==> config.mk <==
export PLATFORM = sky130hd
export DESIGN_NAME = cfp_unit
export DESIGN_NICKNAME = d
export VERILOG_FILES = /design/src/rtl/cfp_pkg.sv /design/src/rtl/cfp_arith.sv /design/src/rtl/cfp_cond_eval.sv /design/src/rtl/cfp_status_reg.sv /design/src/rtl/cfp_unit.sv
export SDC_FILE = /design/constraint.sdc
export NUM_CORES = 1
export LEC_CHECK = 0
export ABC_AREA = 1
export BUFFER_PORTS_ARGS = -buffer_cell sky130_fd_sc_hd__buf_4
export CAP_MARGIN = 30
export CELL_PAD_IN_SITES_DETAIL_PLACEMENT = 0
export CELL_PAD_IN_SITES_GLOBAL_PLACEMENT = 1
export CORE_MARGIN = 2
export CORE_UTILIZATION = 31
export DETAILED_ROUTE_END_ITERATION = 16
export GPL_TIMING_DRIVEN = 1
export PLACE_DENSITY_LB_ADDON = 0.1
export RECOVER_POWER = 100
export SYNTH_ARGS = -nofsm -noshare
export SYNTH_HDL_FRONTEND = slang
export SYNTH_SLANG_ARGS = --single-unit
==> constraint.sdc <==
create_clock -name clk -period 2.74 [get_ports clk]
set_input_delay 0.274 -clock clk [delete_from_list [all_inputs] [get_ports clk]]
set_output_delay 0.274 -clock clk [all_outputs]
set_load 0.01 [all_outputs]
==> src/rtl/cfp_pkg.sv <==
// Package: shared encodings and status word layout of the compare flags unit.
// Assumes a 32-bit status word; field positions are fixed by the layout below.
package cfp_pkg;
    localparam int SR_W    = 32;
    localparam int SR_N    = 31;
    localparam int SR_Z    = 30;
    localparam int SR_C    = 29;
    localparam int SR_V    = 28;
    localparam int SR_Q    = 27;
    localparam int SR_I    = 7;
    localparam int SR_F    = 6;
    localparam int SR_T    = 5;
    localparam int MODE_W  = 5;

    // Flag bundle carried between the arithmetic, evaluator and register.
    typedef struct packed {
        logic n;
        logic z;
        logic c;
        logic v;
    } flags_t;

    // Operation select; bit 1 marks a compare.
    typedef enum logic [1:0] {
        OP_ADD = 2'b00,
        OP_SUB = 2'b01,
        OP_CMP = 2'b10,
        OP_CMX = 2'b11
    } op_e;
endpackage

==> src/rtl/cfp_arith.sv <==
// Module: adder/subtractor producing a result and its four flags.
// Assumes subtraction is formed as a + ~b + 1; compare uses the subtract path.
module cfp_arith
    import cfp_pkg::*;
#(
    parameter int DATA_W = 32
) (
    input  logic [1:0]        op_sel,
    input  logic [DATA_W-1:0] opa,
    input  logic [DATA_W-1:0] opb,
    output logic [DATA_W-1:0] res,
    output flags_t            flg
);
    localparam int MSB = DATA_W - 1;

    logic              is_sub;
    logic [DATA_W-1:0] b_eff;
    logic [DATA_W:0]   sum;

    // Select operand inversion and carry-in for subtract or compare.
    always_comb begin
        is_sub = (op_sel != OP_ADD);
        b_eff  = is_sub ? ~opb : opb;
        sum    = {1'b0, opa} + {1'b0, b_eff} + {{DATA_W{1'b0}}, is_sub};
        res    = sum[MSB:0];
    end

    // Derive the flags from the sum and the operand signs.
    always_comb begin
        flg.n = res[MSB];
        flg.z = (res == '0);
        flg.c = sum[DATA_W];
        if (is_sub)
            flg.v = (opa[MSB] != opb[MSB]) && (res[MSB] != opa[MSB]);
        else
            flg.v = (opa[MSB] == opb[MSB]) && (res[MSB] != opa[MSB]);
    end
endmodule

==> src/rtl/cfp_cond_eval.sv <==
// Module: evaluates a 4-bit condition code against the registered flags.
// Assumes codes 0..13 come in pairs whose low bit inverts the test,
// 1110 always passes and 1111 never passes.
module cfp_cond_eval
    import cfp_pkg::*;
#(
    parameter int COND_W = 4
) (
    input  logic [COND_W-1:0] cond,
    input  flags_t            flg,
    output logic              pass
);
    logic base;

    // Evaluate the even member of each condition pair.
    always_comb begin
        unique case (cond[COND_W-1:1])
            3'd0:    base = flg.z;
            3'd1:    base = flg.c;
            3'd2:    base = flg.n;
            3'd3:    base = flg.v;
            3'd4:    base = flg.c & ~flg.z;
            3'd5:    base = (flg.n == flg.v);
            3'd6:    base = ~flg.z & (flg.n == flg.v);
            default: base = 1'b1;
        endcase
    end

    // Apply the pair inversion and the always/never codes.
    always_comb begin
        if (cond[COND_W-1:1] == 3'd7)
            pass = ~cond[0];
        else
            pass = base ^ cond[0];
    end
endmodule

==> src/rtl/cfp_status_reg.sv <==
// Module: status word register holding flags, sticky Q, masks, state and mode.
// Assumes a whole-word write; a flag update in the same cycle wins for N,Z,C,V.
module cfp_status_reg
    import cfp_pkg::*;
#(
    parameter logic [MODE_W-1:0] RESET_MODE = 5'b10011,
    parameter logic              RESET_I    = 1'b1,
    parameter logic              RESET_F    = 1'b1
) (
    input  logic            clk,
    input  logic            rst_n,
    input  logic            flg_upd,
    input  flags_t          flg_new,
    input  logic            wr_en,
    input  logic [SR_W-1:0] wr_data,
    output flags_t          flg_q,
    output logic [SR_W-1:0] word
);
    logic              q_bit, i_bit, f_bit, t_bit;
    logic [MODE_W-1:0] mode;

    // Flag register: arithmetic update has priority over the word write.
    always_ff @(posedge clk) begin
        if (!rst_n)
            flg_q <= '0;
        else if (flg_upd)
            flg_q <= flg_new;
        else if (wr_en)
            flg_q <= wr_data[SR_N:SR_V];
    end

    // Control fields loaded only by the word write.
    always_ff @(posedge clk) begin
        if (!rst_n) begin
            q_bit <= 1'b0;
            i_bit <= RESET_I;
            f_bit <= RESET_F;
            t_bit <= 1'b0;
            mode  <= RESET_MODE;
        end else if (wr_en) begin
            q_bit <= wr_data[SR_Q];
            i_bit <= wr_data[SR_I];
            f_bit <= wr_data[SR_F];
            t_bit <= wr_data[SR_T];
            mode  <= wr_data[MODE_W-1:0];
        end
    end

    // Assemble the visible word; unused bits read zero.
    always_comb begin
        word                = '0;
        word[SR_N:SR_V]     = flg_q;
        word[SR_Q]          = q_bit;
        word[SR_I]          = i_bit;
        word[SR_F]          = f_bit;
        word[SR_T]          = t_bit;
        word[MODE_W-1:0]    = mode;
    end
endmodule

==> src/rtl/cfp_unit.sv <==
// Module: top of the compare flags and predication unit.
// Assumes one instruction per cycle; result and cond_pass are combinational,
// flags and control fields are registered.
module cfp_unit
    import cfp_pkg::*;
#(
    parameter int DATA_W = 32,
    parameter int COND_W = 4
) (
    input  logic              clk,
    input  logic              rst_n,
    input  logic              issue_vld,
    input  logic [1:0]        op_sel,
    input  logic [DATA_W-1:0] opa,
    input  logic [DATA_W-1:0] opb,
    input  logic              set_flags,
    input  logic [COND_W-1:0] cond,
    input  logic              sr_we,
    input  logic [SR_W-1:0]   sr_wdata,
    output logic [DATA_W-1:0] result,
    output logic              result_we,
    output logic              cond_pass,
    output logic [SR_W-1:0]   status
);
    flags_t alu_flg;
    flags_t cur_flg;
    logic   do_upd;

    cfp_arith #(.DATA_W(DATA_W)) u_arith (
        .op_sel (op_sel),
        .opa    (opa),
        .opb    (opb),
        .res    (result),
        .flg    (alu_flg)
    );

    cfp_cond_eval #(.COND_W(COND_W)) u_cond (
        .cond   (cond),
        .flg    (cur_flg),
        .pass   (cond_pass)
    );

    // Gate write-back and flag update with the predicate.
    always_comb begin
        result_we = issue_vld & cond_pass & ~op_sel[1];
        do_upd    = issue_vld & cond_pass & set_flags;
    end

    cfp_status_reg u_sr (
        .clk     (clk),
        .rst_n   (rst_n),
        .flg_upd (do_upd),
        .flg_new (alu_flg),
        .wr_en   (sr_we),
        .wr_data (sr_wdata),
        .flg_q   (cur_flg),
        .word    (status)
    );
endmodule

; Word level (Yosys, flattened, before mapping)
; Index checks and enable logic that the tools add are counted.
[word_totals]
regBits = 13
out_inout_bits = 66
[classes]
add_sub_neg = 2
eq_ne = 11
n_mux = 6
bitwise = 10
n_reduce_logical = 6
[ops]
columns = operator, count
row1 = adder 32 x 32 -> 33 bit, 1
row2 = adder 33 x 1 -> 33 bit, 1
row3 = zero test 32 bit, 1
row4 = 2-to-1 mux 32 bit, 1
row5 = NOT 32 bit, 1
row6 = "== test 3 bit, second input constant", 4
row7 = 2-to-1 mux 4 bit, 2
row8 = case mux 1 bit (7 select lines), 1
row9 = "== test 3 x 2 -> 1 bit, second input constant", 2
row10 = AND 1 bit, 5
row11 = nonzero test 2 bit, 2
row12 = "== test 3 x 1 -> 1 bit, second input constant", 1
row13 = zero test 3 bit, 1
row14 = NOT 1 bit, 3
row15 = == test 1 bit, 2
row16 = logical AND 1 bit, 2
row17 = 2-to-1 mux 1 bit, 2
row18 = inequality test 1 bit, 2
row19 = bitwise XOR 1 bit, 1

; Logic depth before layout (Yosys ltp)
; Gate-level depths: netlist of the first run.
[depth]
ltp_word = 8
mapped_depth = 23
ltp_nobuf = 22

; Modules after synthesis
; A second synthesis of the first run with hierarchy kept.
[unflattened]
cells_unflattened = 729
hier_area_um2 = 3928.8
[modules_own_cells]
columns = mod, instances, cells_each, area_each_um2, seq_area_each_um2
row1 = cfp_arith, 1, 590, 3047.9, 0.0
row2 = cfp_status_reg, 1, 106, 742.0, 260.2
row3 = cfp_cond_eval, 1, 29, 123.9, 0.0
row4 = cfp_unit, 1, 4, 15.0, 0.0

; Worst setup path before layout of the first run
; Ideal clock, no wire load.
[synth_path]
kind = input to register
from = input port op_sel[1]
to = register u_sr.flg_q[2] (netlist name)
t_arrival_ns = 2.506
t_required_ns = 2.621
setup_slack_ns = 0.115
cell_stages = 15
n_path_buf = 1
path_cell_list = nor2_4 > buf_1 > xnor2_1 > ha_1 > nand2_1 > nor2_1 > and2_1 > nand3_1 > nand3_1 > xor2_1 > inv_1 > nand2_1 > nor2_1 > nand4_1 > a21oi_1
[synth_between]
elab_chain_cells = 6
[synth_lines]
columns = element, line
row1 = start: declaration, cfp_unit.sv:13  ; input logic [1:0] op_sel,
row2 = nonzero test 2 bit (*), cfp_arith.sv:22  ; is_sub = (op_sel != OP_ADD);
row3 = 2-to-1 mux 32 bit, cfp_arith.sv:23  ; b_eff = is_sub ? ~opb : opb;
row4 = adder 32 x 32 -> 33 bit, cfp_arith.sv:24  ; sum = {1'b0, opa} + {1'b0, b_eff} + {{DATA_W{1'b0}}, is_sub};
row5 = adder 33 x 1 -> 33 bit (*), cfp_arith.sv:24
row6 = net result[20], cfp_unit.sv:20  ; output logic [DATA_W-1:0] result,
row7 = zero test 32 bit (*), cfp_arith.sv:31  ; flg.z = (res == '0);
row8 = 2-to-1 mux 4 bit (*), cfp_status_reg.sv:26  ; else if (flg_upd)
row9 = end signal: assignment, cfp_status_reg.sv:27  ; flg_q <= flg_new;
row10 = end signal: assignment, cfp_status_reg.sv:29  ; flg_q <= wr_data[SR_N:SR_V];
row11 = end: declaration, cfp_status_reg.sv:16  ; output flags_t flg_q,
; The timed path passes the listed nets; every way through them passes the cells marked *.
; A chain may end at the register's enable or synchronous reset.

; Worst setup path in the final report of the first run
[layout_path]
from = input port op_sel[1]
to = output port result[23]
[layout_between]
elab_chain_cells = 4
[layout_lines]
columns = element, line
row1 = nonzero test 2 bit (*), cfp_arith.sv:22
row2 = 2-to-1 mux 32 bit, cfp_arith.sv:23
row3 = adder 32 x 32 -> 33 bit, cfp_arith.sv:24
row4 = adder 33 x 1 -> 33 bit (*), cfp_arith.sv:24
row5 = end: declaration, cfp_unit.sv:20
; Every way passes the cells marked *; elsewhere a longest branch is shown, timed or not.

==> run summary, run 1 <==
DIE
--------------------------------------------------------------------------------------
Horizontal die dimension                                                        117 um
Count of boundary I/O pins                                                         173
Core region area                                                             12500 um2
Vert. Die Dim                                                                   117 um
Initial core utilization                                                         31.5%
Row Count                                                                           41
Die Outline Area                                                             13600 um2

TIMING
--------------------------------------------------------------------------------------
Worst slack on hold paths                                                       249 ps
Count of final hold-check violations                                                 0
Setup violators final                                                                0
Max-slew violation total from the final report                                       0
Setup skew after layout                                                       0.265 ps
RSZ-0062 raised after global routing                                              true
TNS Setup                                                                         0 ps
Minimum period implied by the final worst setup slack                          2700 ps
Maximum clock frequency                                                        371 MHz
Worst setup margin                                                             44.4 ps
Period utilisation layout                                                        98.4%

SETUP PATH
--------------------------------------------------------------------------------------
Cells along the critical path                                             buf_8 -> nor2_4 -> buf_6 -> buf_12 -> buf_4 -> xnor2_2 -> ha_4 -> nand2_4 -> inv_1 -> nand2_2 -> nand2_2 -> buf_4 -> nand2_4 -> nand2_2 -> a21oi_4 -> nand2_1 -> nand2_1 -> nand2_2 -> buf_4 -> buf_4
Crit-path max FO                                                                     7
Critical path capture point type                                            output pin
Family with the most delay on the worst path                              buffers and inverters
Category of the critical setup timing path                                input port to output pin
Startpoint class of the critical path                                       input port
Signal arrival time at the worst endpoint                                      2420 ps
R2R Path Start                                                            u_sr.flg_q[3]
Count of buffer and inverter cells on the critical path                              8
Cell with the largest stage delay on the worst path                               ha_4
Worst path required time                                                       2470 ps
Longest individual stage delay on the worst path                                260 ps
Startpoint of the most critical setup path                                   op_sel[1]

PWR
--------------------------------------------------------------------------------------
Power density over the cells                                                396 nW/um2
Switching Fraction                                                               46.1%
Clk network pwr share                                                             9.7%
Register share of total power                                                     7.9%
Net Switching                                                                  1.25 mW
Maximum vdd ir drop                                                         0.000191 V
Static leakage power                                                           3.81 nW
Post-route total power                                                         2.71 mW
Comb power frac                                                                  82.3%
Int Power                                                                      1.46 mW

MIN PATH
--------------------------------------------------------------------------------------
Worst Min Path Start                                                       sr_wdata[7]
Path category of the worst min-delay check                                input port to flop

DETAILED ROUTING
--------------------------------------------------------------------------------------
Count of routing violations after the opening detailed-route iteration             195
Initial DRT Pass Iterations                                                          4
Total detailed-routing wirelength                                             14500 um
Post-route ant nets                                                                  0
Average detailed-routed wire length per instance                               12.5 um
DRC violation count after routing                                                    0
Via count                                                                         5102
Via-to-Cell Ratio                                                                 4.39

LAYOUT
--------------------------------------------------------------------------------------
Share of cells above drive strength 1                                            45.5%
Number of diodes                                                                     0
Final cell count without fillers                                                  1161
Final Core Density                                                               54.5%
Most frequent cells in the layout                                         215 x buf_4, 201 x nand2_1, 130 x inv_1, 73 x nand2_2, 43 x nor2_1
Net count, final                                                                  1132
Most common library cell in the layout ignoring fill and taps                    buf_4
Area added between synthesis and finish                                          73.0%
Post-route cell area                                                          6820 um2

GLOBAL ROUTE
--------------------------------------------------------------------------------------
First-pass GRT wire length                                                    21200 um
Initial antenna violation count                                                      0
Total overflow reported by the global router                                         0
Largest net degree at the start of global routing                                   15
Via count of the first global-routing pass                                        4512
Global-route usage over all layers                                               19.5%

CLOCK TREE
--------------------------------------------------------------------------------------
Total number of H-tree levels                                                        1
Clock transition at the registers of the reported paths                          40 ps
TritonCTS Sinks                                                                     13
Cts-stage hold buffer count                                                          0
Clock latency reported for the late side of the worst-skew pair                 230 ps
Buffer cell driving the clock tree root                                      clkbuf_16
Number of buffers between clock root and the deepest sink                            2
Clock tree from TritonCTS                                                          yes
Inserted Clock Buffers                                                               3

JOB
--------------------------------------------------------------------------------------
Count of maximum capacitance violations                                              0

SYNTH
--------------------------------------------------------------------------------------
Synthesized flop and latch total                                                    13
Post-synthesis cell type count                                                      34
Portion of the post-synthesis area used by sequential elements                   6.60%
Syn Inst Count                                                                     748
Per-instance average area after synthesis                                     5.27 um2
Yosys warning total                                                                  0
Area of the mapped netlist                                                    3940 um2

PLACED DESIGN
--------------------------------------------------------------------------------------
Instance area at placement                                                    5750 um2
Worst setup timing slack at the placement stage                                -210 ps
Weighted congestion reported at the end of routability-driven placement          0.852
Number of buffer cells added on primary ports                                      134
DP Cell Count                                                                     1135
Half-perimeter wire length of the detailed placement result                   12100 um

STATUS
--------------------------------------------------------------------------------------
Run status                                                                complete, no violations

## cells in the mapped netlist
| master | n | area share [%] |
|---|---|---|
| nand2_1 | 270 | 26 |
| inv_1 | 145 | 14 |
| nor2_1 | 60 | 5.7 |
| nand3_1 | 45 | 5.7 |
| ha_1 | 34 | 11 |
| xnor2_1 | 33 | 7.3 |
| buf_4 | 23 | 4.4 |
| nand2_2 | 21 | 3.3 |
| a21oi_1 | 20 | 2.5 |
| nor2_2 | 16 | 2.5 |
| dfxtp_1 | 13 | 6.6 |
| o21ai_0 | 10 | 1.3 |
| nand4_1 | 8 | 1.3 |
| xor2_1 | 7 | 1.6 |
| and2_1 | 5 | 0.79 |
| inv_2 | 5 | 0.48 |
| nand3_2 | 4 | 1.0 |
| nor3_1 | 4 | 0.51 |
| clkbuf_1 | 3 | 0.29 |
| nor2_4 | 3 | 0.86 |
| o21ai_1 | 3 | 0.38 |
| o21bai_1 | 3 | 0.57 |
| buf_1 | 2 | 0.19 |
| a2111oi_0 | 1 | 0.22 |
| a21oi_2 | 1 | 0.22 |
| and2_4 | 1 | 0.22 |
| and3_1 | 1 | 0.16 |
| buf_2 | 1 | 0.13 |
| clkinv_1 | 1 | 0.095 |
| conb_1 | 1 | 0.095 |
| fa_1 | 1 | 0.51 |
| nand3b_2 | 1 | 0.29 |
| nor3_2 | 1 | 0.25 |
| o311ai_1 | 1 | 0.22 |
## worst register-to-register path, cell delays in order, from the launching register on
cell	delay (ps)
dfxtp_1	370
inv_1	70
nand2_1	60
nand3_1	70
nand3_1	80
nand2_1	60
nand2_1	80
nand2_1	50
nand2_1	70
nand3_1	130
nor2_4	240
inv_2	80
a2111oi_0	280
buf_4	170
nor2_1	30
## power groups by stage
stage | Combinational, mW | Clock [mW] | Sequential, mW
detailed placement | 1.85 | 0 | 0.218
finish | 2.23 | 0.263 | 0.214
CTS | 1.89 | 0.270 | 0.214
global placement | 1.84 | 0 | 0.217
global route | 2.44 | 0.281 | 0.216
floorplan | 0.961 | 0 | 0.221
## registers in the layout, summed over array words and instances, names as in the netlist
register,flops
u_sr.i_bit,1
u_sr.q_bit,1
u_sr.f_bit,1
u_sr.flg_q,4
u_sr.t_bit,1
u_sr.mode,5
## layout make-up
class / count / area [um2]
Tap cell: 172 / 215
Inverter: 151 / 567
Timing Repair Buffer: 248 / 1910
Sequential cell: 13 / 260
Fill cell: 1355 / 5690
Clock buffer: 4 / 78.8
Multi-Input combinational cell: 573 / 3790
## layer usage
layer	vias up	GRT usage, %	share of wire [%]
met2	131	35.8	49
met1	2271	26.4	45
met3	7	0.824	5.1
li1	2693	-	-
met5	-	0	0
met4	0	1.73	0.51
## path summary, 6_finish.rpt
kind | to | slack (ps) | cells after the start
worst max register to register | u_sr.flg_q[1] | 770 | 14
worst min register to register | u_sr.i_bit | 450 | 2
worst min-delay path | u_sr.i_bit | 250 | 3
worst max-delay path | result[23] | 40 | 20
## logic make-up after synthesis
family | Yosys count | share of synthesized area, %
simple gates | 440 | 48.4
buf+inv | 180 | 19.4
xor+xnor | 40 | 8.88
compound gates | 39 | 5.43
fa+ha+maj | 35 | 11.3
flops | 13 | 6.60
other cells | 1 | 0.0951
## repair_timing
| action | in CTS | in global routing |
|---|---|---|
| resized for setup | 17 | 206 |
| endpoints found under the setup margin | 15 | 27 |
| setup buffers | 2 | 18 |
| gates cloned | 1 | 1 |
| pin swaps | 5 | 87 |
| endpoints found under the hold margin | 0 | 0 |
Note: power is estimated with default switching activity, not from simulation.
==> run 2, diff against run 1 <==
RECOVER_POWER = 25   (was 100)
==> run summary, run 2 (synthesized netlist as in run 1, its figures left out) <==
JOB
--------------------------------------------------------------------------------------
Count of maximum capacitance violations                                              0   unchanged

CLOCK TREE
--------------------------------------------------------------------------------------
Cts-stage hold buffer count                                                          0   unchanged
TritonCTS Sinks                                                                     13   unchanged
Inserted Clock Buffers                                                               3   unchanged
Clock latency reported for the late side of the worst-skew pair                 230 ps   about the same
Clock tree from TritonCTS                                                          yes
Total number of H-tree levels                                                        1   unchanged
Clock transition at the registers of the reported paths                          40 ps   about the same
Number of buffers between clock root and the deepest sink                            2   unchanged
Buffer cell driving the clock tree root                                      clkbuf_16

MIN PATH
--------------------------------------------------------------------------------------
Worst hold path depth                                                                3   unchanged
Path category of the worst min-delay check                                input port to flop

PWR
--------------------------------------------------------------------------------------
Static leakage power                                                           3.87 nW   +1.5%
Power density over the cells                                                395 nW/um2   -0.23%
Maximum vdd ir drop                                                         0.000191 V   about the same

DIE
--------------------------------------------------------------------------------------
Horizontal die dimension                                                        117 um   unchanged
Die Outline Area                                                             13600 um2   unchanged
Count of boundary I/O pins                                                         173   unchanged
Initial core utilization                                                         31.5%   unchanged
Row Count                                                                           41   unchanged
Vert. Die Dim                                                                   117 um   unchanged
Core region area                                                             12500 um2   unchanged

TIMING
--------------------------------------------------------------------------------------
Period utilisation layout                                                        97.7%   -0.65 points
Maximum clock frequency                                                        373 MHz   +0.66%
Worst setup margin                                                             62.2 ps   +17.8 ps
Count of final hold-check violations                                                 0   unchanged
Setup skew after layout                                                       0.265 ps   -0.000694 ps
RSZ-0062 raised after global routing                                              true
Worst slack on hold paths                                                       249 ps   +0.00300 ps
Setup violators final                                                                0   unchanged
Max-slew violation total from the final report                                       0   unchanged
Minimum period implied by the final worst setup slack                          2680 ps   -17.8 ps

LAYOUT
--------------------------------------------------------------------------------------
Reg with most FFs                                                            u_sr.mode
Most common library cell in the layout ignoring fill and taps                    buf_4
Most frequent cells in the layout                                         231 x buf_4, 201 x nand2_1, 130 x inv_1, 73 x nand2_2, 42 x nor2_1
Net count, final                                                                  1132   unchanged
Number of diodes                                                                     0   unchanged
Registers with the highest flip-flop counts                               u_sr.mode (5), u_sr.flg_q (4)
Final Core Density                                                               55.1%   +0.57 points
Area added between synthesis and finish                                          74.8%
Post-route cell area                                                          6900 um2   +1.0%
Share of cells above drive strength 1                                            47.2%   +1.7 points
Final cell count without fillers                                                  1161   unchanged
Flip-flop count of the largest register after layout                                 5   unchanged

SETUP PATH
--------------------------------------------------------------------------------------
Crit-path max FO                                                                     7   unchanged
Count of buffer and inverter cells on the critical path                              8   unchanged
Signal arrival time at the worst endpoint                                      2400 ps   -20 ps
Cells along the critical path                                             buf_8 -> nor2_4 -> buf_6 -> buf_12 -> buf_4 -> xnor2_2 -> ha_4 -> nand2_4 -> inv_1 -> nand2_2 -> nand2_2 -> buf_4 -> nand2_4 -> nand2_2 -> a21oi_4 -> nand2_1 -> nand2_1 -> nand2_2 -> buf_4 -> buf_4
Worst path required time                                                       2470 ps   about the same
Worst reg-to-reg path cell count                                                    14   unchanged
Category of the critical setup timing path                                input port to output pin
Critical path capture point type                                            output pin
Longest individual stage delay on the worst path                                260 ps   about the same
Startpoint class of the critical path                                       input port
Cell with the largest stage delay on the worst path                               ha_4
Number of cells on the critical path                                                20   unchanged
Family with the most delay on the worst path                              buffers and inverters

PLACED DESIGN
--------------------------------------------------------------------------------------
Instance area at placement                                                    5750 um2   unchanged
Half-perimeter wire length of the detailed placement result                   12100 um   unchanged
Number of buffer cells added on primary ports                                      134   unchanged
Worst setup timing slack at the placement stage                                -210 ps   unchanged
DP Cell Count                                                                     1135   unchanged
Weighted congestion reported at the end of routability-driven placement          0.852   unchanged

DETAILED ROUTING
--------------------------------------------------------------------------------------
Initial DRT Pass Iterations                                                          5   +1
Via-to-Cell Ratio                                                                 4.37   -0.45%
Post-route ant nets                                                                  0   unchanged
Count of routing violations after the opening detailed-route iteration             190   -2.6%
Via count                                                                         5079   -0.45%
Total detailed-routing wirelength                                             14500 um   -0.11%
Average detailed-routed wire length per instance                               12.5 um   -0.11%
DRC violation count after routing                                                    0   unchanged

GLOBAL ROUTE
--------------------------------------------------------------------------------------
Met2 track utilization from global routing                                       35.8%   unchanged
Initial antenna violation count                                                      0   unchanged
Grt met1 use                                                                     26.4%   unchanged
First-pass GRT wire length                                                    21200 um   unchanged
Largest net degree at the start of global routing                                   15   unchanged
Most Used Layer, Global Route                                                     met2
Met3 demand-to-capacity share in global routing                                 0.824%   unchanged
Total overflow reported by the global router                                         0   unchanged
Via count of the first global-routing pass                                        4512   unchanged
Global-route usage over all layers                                               19.5%   unchanged

STATUS
--------------------------------------------------------------------------------------
Run status                                                                complete, no violations

-- run 2: where the power goes --
group          switching (mW)  internal [mW]
clock                  0.0684          0.195
combinational            1.17           1.08
sequential            0.00941          0.205
-- run 2: final cells by class --
cell class | count | area (um2)
Sequential cell | 13 | 260
Fill cell | 1335 | 5620
Tap cell | 172 | 215
Multi-Input combinational cell | 573 | 3800
Timing Repair Buffer | 248 | 1970
Clock buffer | 4 | 78.8
Inverter | 151 | 567
-- run 2: worst min-delay path: stages --
cell and delay (ps):
buf_4 80, nand2_1 40, nand3_1 60
-- run 2: routing by layer --
metal  share of wire (%)  wire length [um]  up-vias
li1                    -                 -     2695
met4                0.51                74        0
met5                   0                 0        -
met1                  46              6610     2275
met2                  49              7140      102
met3                 4.4               643        7
-- run 2: path summary, 6_finish.rpt --
path,start,slack [ps],endpoint
setup reg to reg,u_sr.flg_q[3],800,u_sr.flg_q[1]
hold reg to reg,u_sr.i_bit,450,u_sr.i_bit
hold / removal,sr_wdata[7],250,u_sr.i_bit
setup / recovery,op_sel[1],60,result[23]
-- run 2: what timing repair did --
item | 4_1_cts | 5_1_grt
endpoints found under the setup margin | 15 | 27
pin swaps | 5 | 87
buffers inserted | 2 | 18
gates cloned | 1 | 1
gates resized for setup | 17 | 206
-- run 2: stage by stage --
step	TNS (ps)	power, mW
3_3_place_gp	-1130	2.06
2_1_floorplan	0	1.18
4_1_cts	-21.8	2.38
3_5_place_dp	-983	2.07
5_1_grt	-428	2.96
6_report	0	2.73
==> run 3, diff against run 2 <==
CORE_MARGIN = 3   (was 2)
SYNTH_HIERARCHICAL = 1   (was not set)
==> run summary, run 3 <==
DETAILED ROUTING
--------------------------------------------------------------------------------------
Via count                                                                         5245   +3.3%
Average detailed-routed wire length per instance                               13.6 um   +9.4%
DRC violation count after routing                                                    0   unchanged
Count of routing violations after the opening detailed-route iteration             226   +19%
Via-to-Cell Ratio                                                                 4.59   +5.0%
Initial DRT Pass Iterations                                                          4   -1
Total detailed-routing wirelength                                             15600 um   +7.6%
Post-route ant nets                                                                  0   unchanged

DIE
--------------------------------------------------------------------------------------
Row Count                                                                           40   -2.4%
Core region area                                                             12200 um2   -2.4%
Vert. Die Dim                                                                   119 um   +1.5%
Die Outline Area                                                             14100 um2   +3.1%
Horizontal die dimension                                                        119 um   +1.5%
Count of boundary I/O pins                                                         173   unchanged
Initial core utilization                                                         32.2%   +0.66 points

TIMING
--------------------------------------------------------------------------------------
Max-slew violation total from the final report                                       0   unchanged
Count of final hold-check violations                                                 0   unchanged
Minimum period implied by the final worst setup slack                          2750 ps   +69.0 ps
Slew HR                                                                          57.1%
Maximum clock frequency                                                        364 MHz   -2.5%
Period utilisation layout                                                         100%   +2.5 points
Setup skew after layout                                                      0.0210 ps   -0.244 ps
Setup violators final                                                                1   +1
RSZ-0062 raised after global routing                                              true
Worst setup margin                                                            -6.72 ps   -69.0 ps
Actual slew at the worst max-slew pin                                           641 ps
TNS Setup                                                                     -6.72 ps   -6.72 ps

CLOCK TREE
--------------------------------------------------------------------------------------
Clock latency reported for the late side of the worst-skew pair                 240 ps   about the same
Number of buffers between clock root and the deepest sink                            2   unchanged
Clock transition at the registers of the reported paths                          40 ps   about the same
Inserted Clock Buffers                                                               3   unchanged
Clock tree from TritonCTS                                                          yes
Buffer cell driving the clock tree root                                      clkbuf_16
TritonCTS Sinks                                                                     13   unchanged
Cts-stage hold buffer count                                                          0   unchanged
Total number of H-tree levels                                                        1   unchanged

SETUP PATH
--------------------------------------------------------------------------------------
Cell type with the highest occurrence count on the critical path               nand2_2
Critical path capture point type                                            output pin
Family with the most delay on the worst path                              simple AND/OR/NAND/NOR gates
Worst path required time                                                       2470 ps   about the same
Startpoint class of the critical path                                       input port
Cells along the critical path                                             buf_8 -> nor2_4 -> buf_6 -> clkbuf_16 -> nand2_4 -> and2_4 -> inv_2 -> fa_2 -> inv_2 -> nand2_1 -> nand2_1 -> nand3_2 -> nand2_2 -> nand2_2 -> nand2_4 -> nand2_4 -> nand2_2 -> nand2_2 -> nand2_2 -> buf_4 -> inv_1 -> buf_4
Reg2Reg Setup Slack                                                             750 ps   -50 ps
Longest individual stage delay on the worst path                                390 ps   +130 ps
Cell with the largest stage delay on the worst path                               fa_2
Signal arrival time at the worst endpoint                                      2470 ps   +70 ps
Category of the critical setup timing path                                input port to output pin
Count of buffer and inverter cells on the critical path                              8   unchanged
Crit-path max FO                                                                     5   -2

LAYOUT
--------------------------------------------------------------------------------------
Filler cell count in the final layout                                             1194   -11%
Final cell count without fillers                                                  1142   -1.6%
Registers with the highest flip-flop counts                               u_sr/mode (5), u_sr/flg_q (4)
Share of cells above drive strength 1                                            56.4%   +9.1 points
Most common library cell in the layout ignoring fill and taps                    buf_4
Net count, final                                                                  1117   -1.3%
Number of diodes                                                                     0   unchanged
Reg with most FFs                                                            u_sr/mode
Flip-flop count of the largest register after layout                                 5   unchanged
Area added between synthesis and finish                                          90.8%
Most frequent cells in the layout                                         236 x buf_4, 147 x nand2_1, 107 x inv_1, 84 x nand2_2, 41 x nor2_1

SYNTH
--------------------------------------------------------------------------------------
Share of async-settable or async-resettable flops after synthesis                   0%   unchanged
Per-instance average area after synthesis                                     5.39 um2   +2.2%
Yosys warning total                                                                  6   +6
Top cells by area, synth                                                  nand2_1 22%, inv_1 12%, ha_1 11%, xnor2_1 6.7%, dfxtp_1 6.6%
Syn Inst Count                                                                     729   -2.5%
Dominant register cell in the synthesized netlist                              dfxtp_1
Leading cell types by count after synthesis                               233 x nand2_1, 128 x inv_1, 68 x nor2_1
Area of the mapped netlist                                                    3930 um2   -0.38%
Count of flip-flops with a built-in enable after synthesis                           0   unchanged
Synthesized flop and latch total                                                    13   unchanged
Synth area leader                                                              nand2_1
Most instantiated library cell after synthesis                                 nand2_1
Portion of the post-synthesis area used by sequential elements                   6.62%   +0.025 points
Fraction of post-synthesis cell area in the top cell type by area                22.3%   -3.4 points
Post-synthesis cell type count                                                      35   +2.9%

STATUS
--------------------------------------------------------------------------------------
Failing checks                                                            negative setup slack
Run status                                                                finished, violations left

GLOBAL ROUTE
--------------------------------------------------------------------------------------
Largest net degree at the start of global routing                                   13   -2
Total overflow reported by the global router                                         0   unchanged
First-pass GRT wire length                                                    22300 um   +4.9%
Most Used Layer, Global Route                                                     met2
Initial antenna violation count                                                      0   unchanged
Via count of the first global-routing pass                                        4699   +4.1%
Met2 track utilization from global routing                                       32.2%   -3.5 points
Met3 demand-to-capacity share in global routing                                  1.87%   +1.0 points
Grt met1 use                                                                     26.0%   -0.43 points
Global-route usage over all layers                                               18.9%   -0.64 points

PWR
--------------------------------------------------------------------------------------
Maximum vdd ir drop                                                         0.000234 V   +23%
Register share of total power                                                     7.2%   -0.7 points
Post-route total power                                                         3.00 mW   +10%
Comb power frac                                                                  83.8%   +1.3 points
Static leakage power                                                           3.90 nW   +0.78%
Int Power                                                                      1.63 mW   +10%
Clk network pwr share                                                             9.0%   -0.7 points
Power density over the cells                                                401 nW/um2   +1.3%
Switching Fraction                                                               45.8%   -0.089 points
Net Switching                                                                  1.38 mW   +10%

PLACED DESIGN
--------------------------------------------------------------------------------------
Number of buffer cells added on primary ports                                      134   unchanged
DP Cell Count                                                                     1107   -2.5%
Weighted congestion reported at the end of routability-driven placement          0.908   +6.5%
Half-perimeter wire length of the detailed placement result                   12000 um   about the same

MIN PATH
--------------------------------------------------------------------------------------
Path category of the worst min-delay check                                input port to flop

JOB
--------------------------------------------------------------------------------------
Count of maximum capacitance violations                                              0   unchanged

==> run 3: cell types whose count changed after synthesis, sizes merged, moves of 3 or more <==
cell,change
a21oi,+11
and2,-4
buf,+9
clkbuf,-3
inv,-8
nand2,-36
nand3,+3
nand3b,+6
nor2,-4
nor3,+6
o21bai,+4
xnor2,-3
==> run 3: repair_timing <==
action / in CTS / in global routing
gates cloned: 1 / 2
buffers inserted: 10 / 19
hold endpoints to repair: 0 / 0
gates resized for setup: 60 / 279
setup endpoints to repair: 13 / 23
pin swaps: 18 / 140
==> run 3: stage by stage <==
step                area [um2]  setup WS [ps]  hold WS (ps)  utilization (%)
detailed placement        5670           -429           449             46.5
CTS                       6070          -79.1           249             49.7
floorplan                 4000           6.53           400                -
finish                    7500          -6.72           251             61.4
global route              7500           -206           260             61.4
global placement          5670           -478           441             46.5
==> run 3: layout make-up <==
class	count	area [um2]	area share, %
timing repair buffer	258	2060	27.5
multi-input combinational	555	4340	57.9
inverter	144	543	7.24
clock buffer	4	78.8	1.05
tap	168	210	2.80
sequential	13	260	3.47
==> run 3: logic make-up (layout without fill, tap and decap cells) <==
logic type      Yosys count  count (layout)  synth area share, %
flops                    13              13                 6.62
xor+xnor                 35              35                 7.99
fa+ha+maj                35              35                 11.3
simple gates            413             413                 46.3
compound gates           53              53                 7.52
buf+inv                 179             406                 20.1
other cells               1              19               0.0954
==> run 3: path summary, 6_finish.rpt <==
| check | endpoint | depth (start not counted) | startpoint |
|---|---|---|---|
| max | result[30] | 22 | op_sel[1] |
| min | u_sr/i_bit | 3 | sr_wdata[7] |
| max reg2reg | u_sr/flg_q[2] | 14 | u_sr/flg_q[3] |
| min reg2reg | u_sr/i_bit | 2 | u_sr/i_bit |
==> run 3: power groups by stage <==
stage               clock network, mW  logic [mW]  registers (mW)
CTS                             0.276        1.98           0.217
global placement                    0        1.84           0.220
detailed placement                  0        1.84           0.220
global route                    0.282        2.73           0.219
floorplan                           0       0.972           0.219
finish                          0.271        2.52           0.217
==> run 3: tightest hold or removal path, cell delays in order <==
cell     delay (ps)
buf_4            80
nand2_1          40
nand3_1          60
==> run 3: routing by layer <==
metal	routed length (um)	vias to the layer above	part of all wire [%]
met2	7850	142	50
met1	6790	2406	44
met5	0	-	0
li1	-	2682	-
met4	218	0	1.4
met3	714	15	4.6
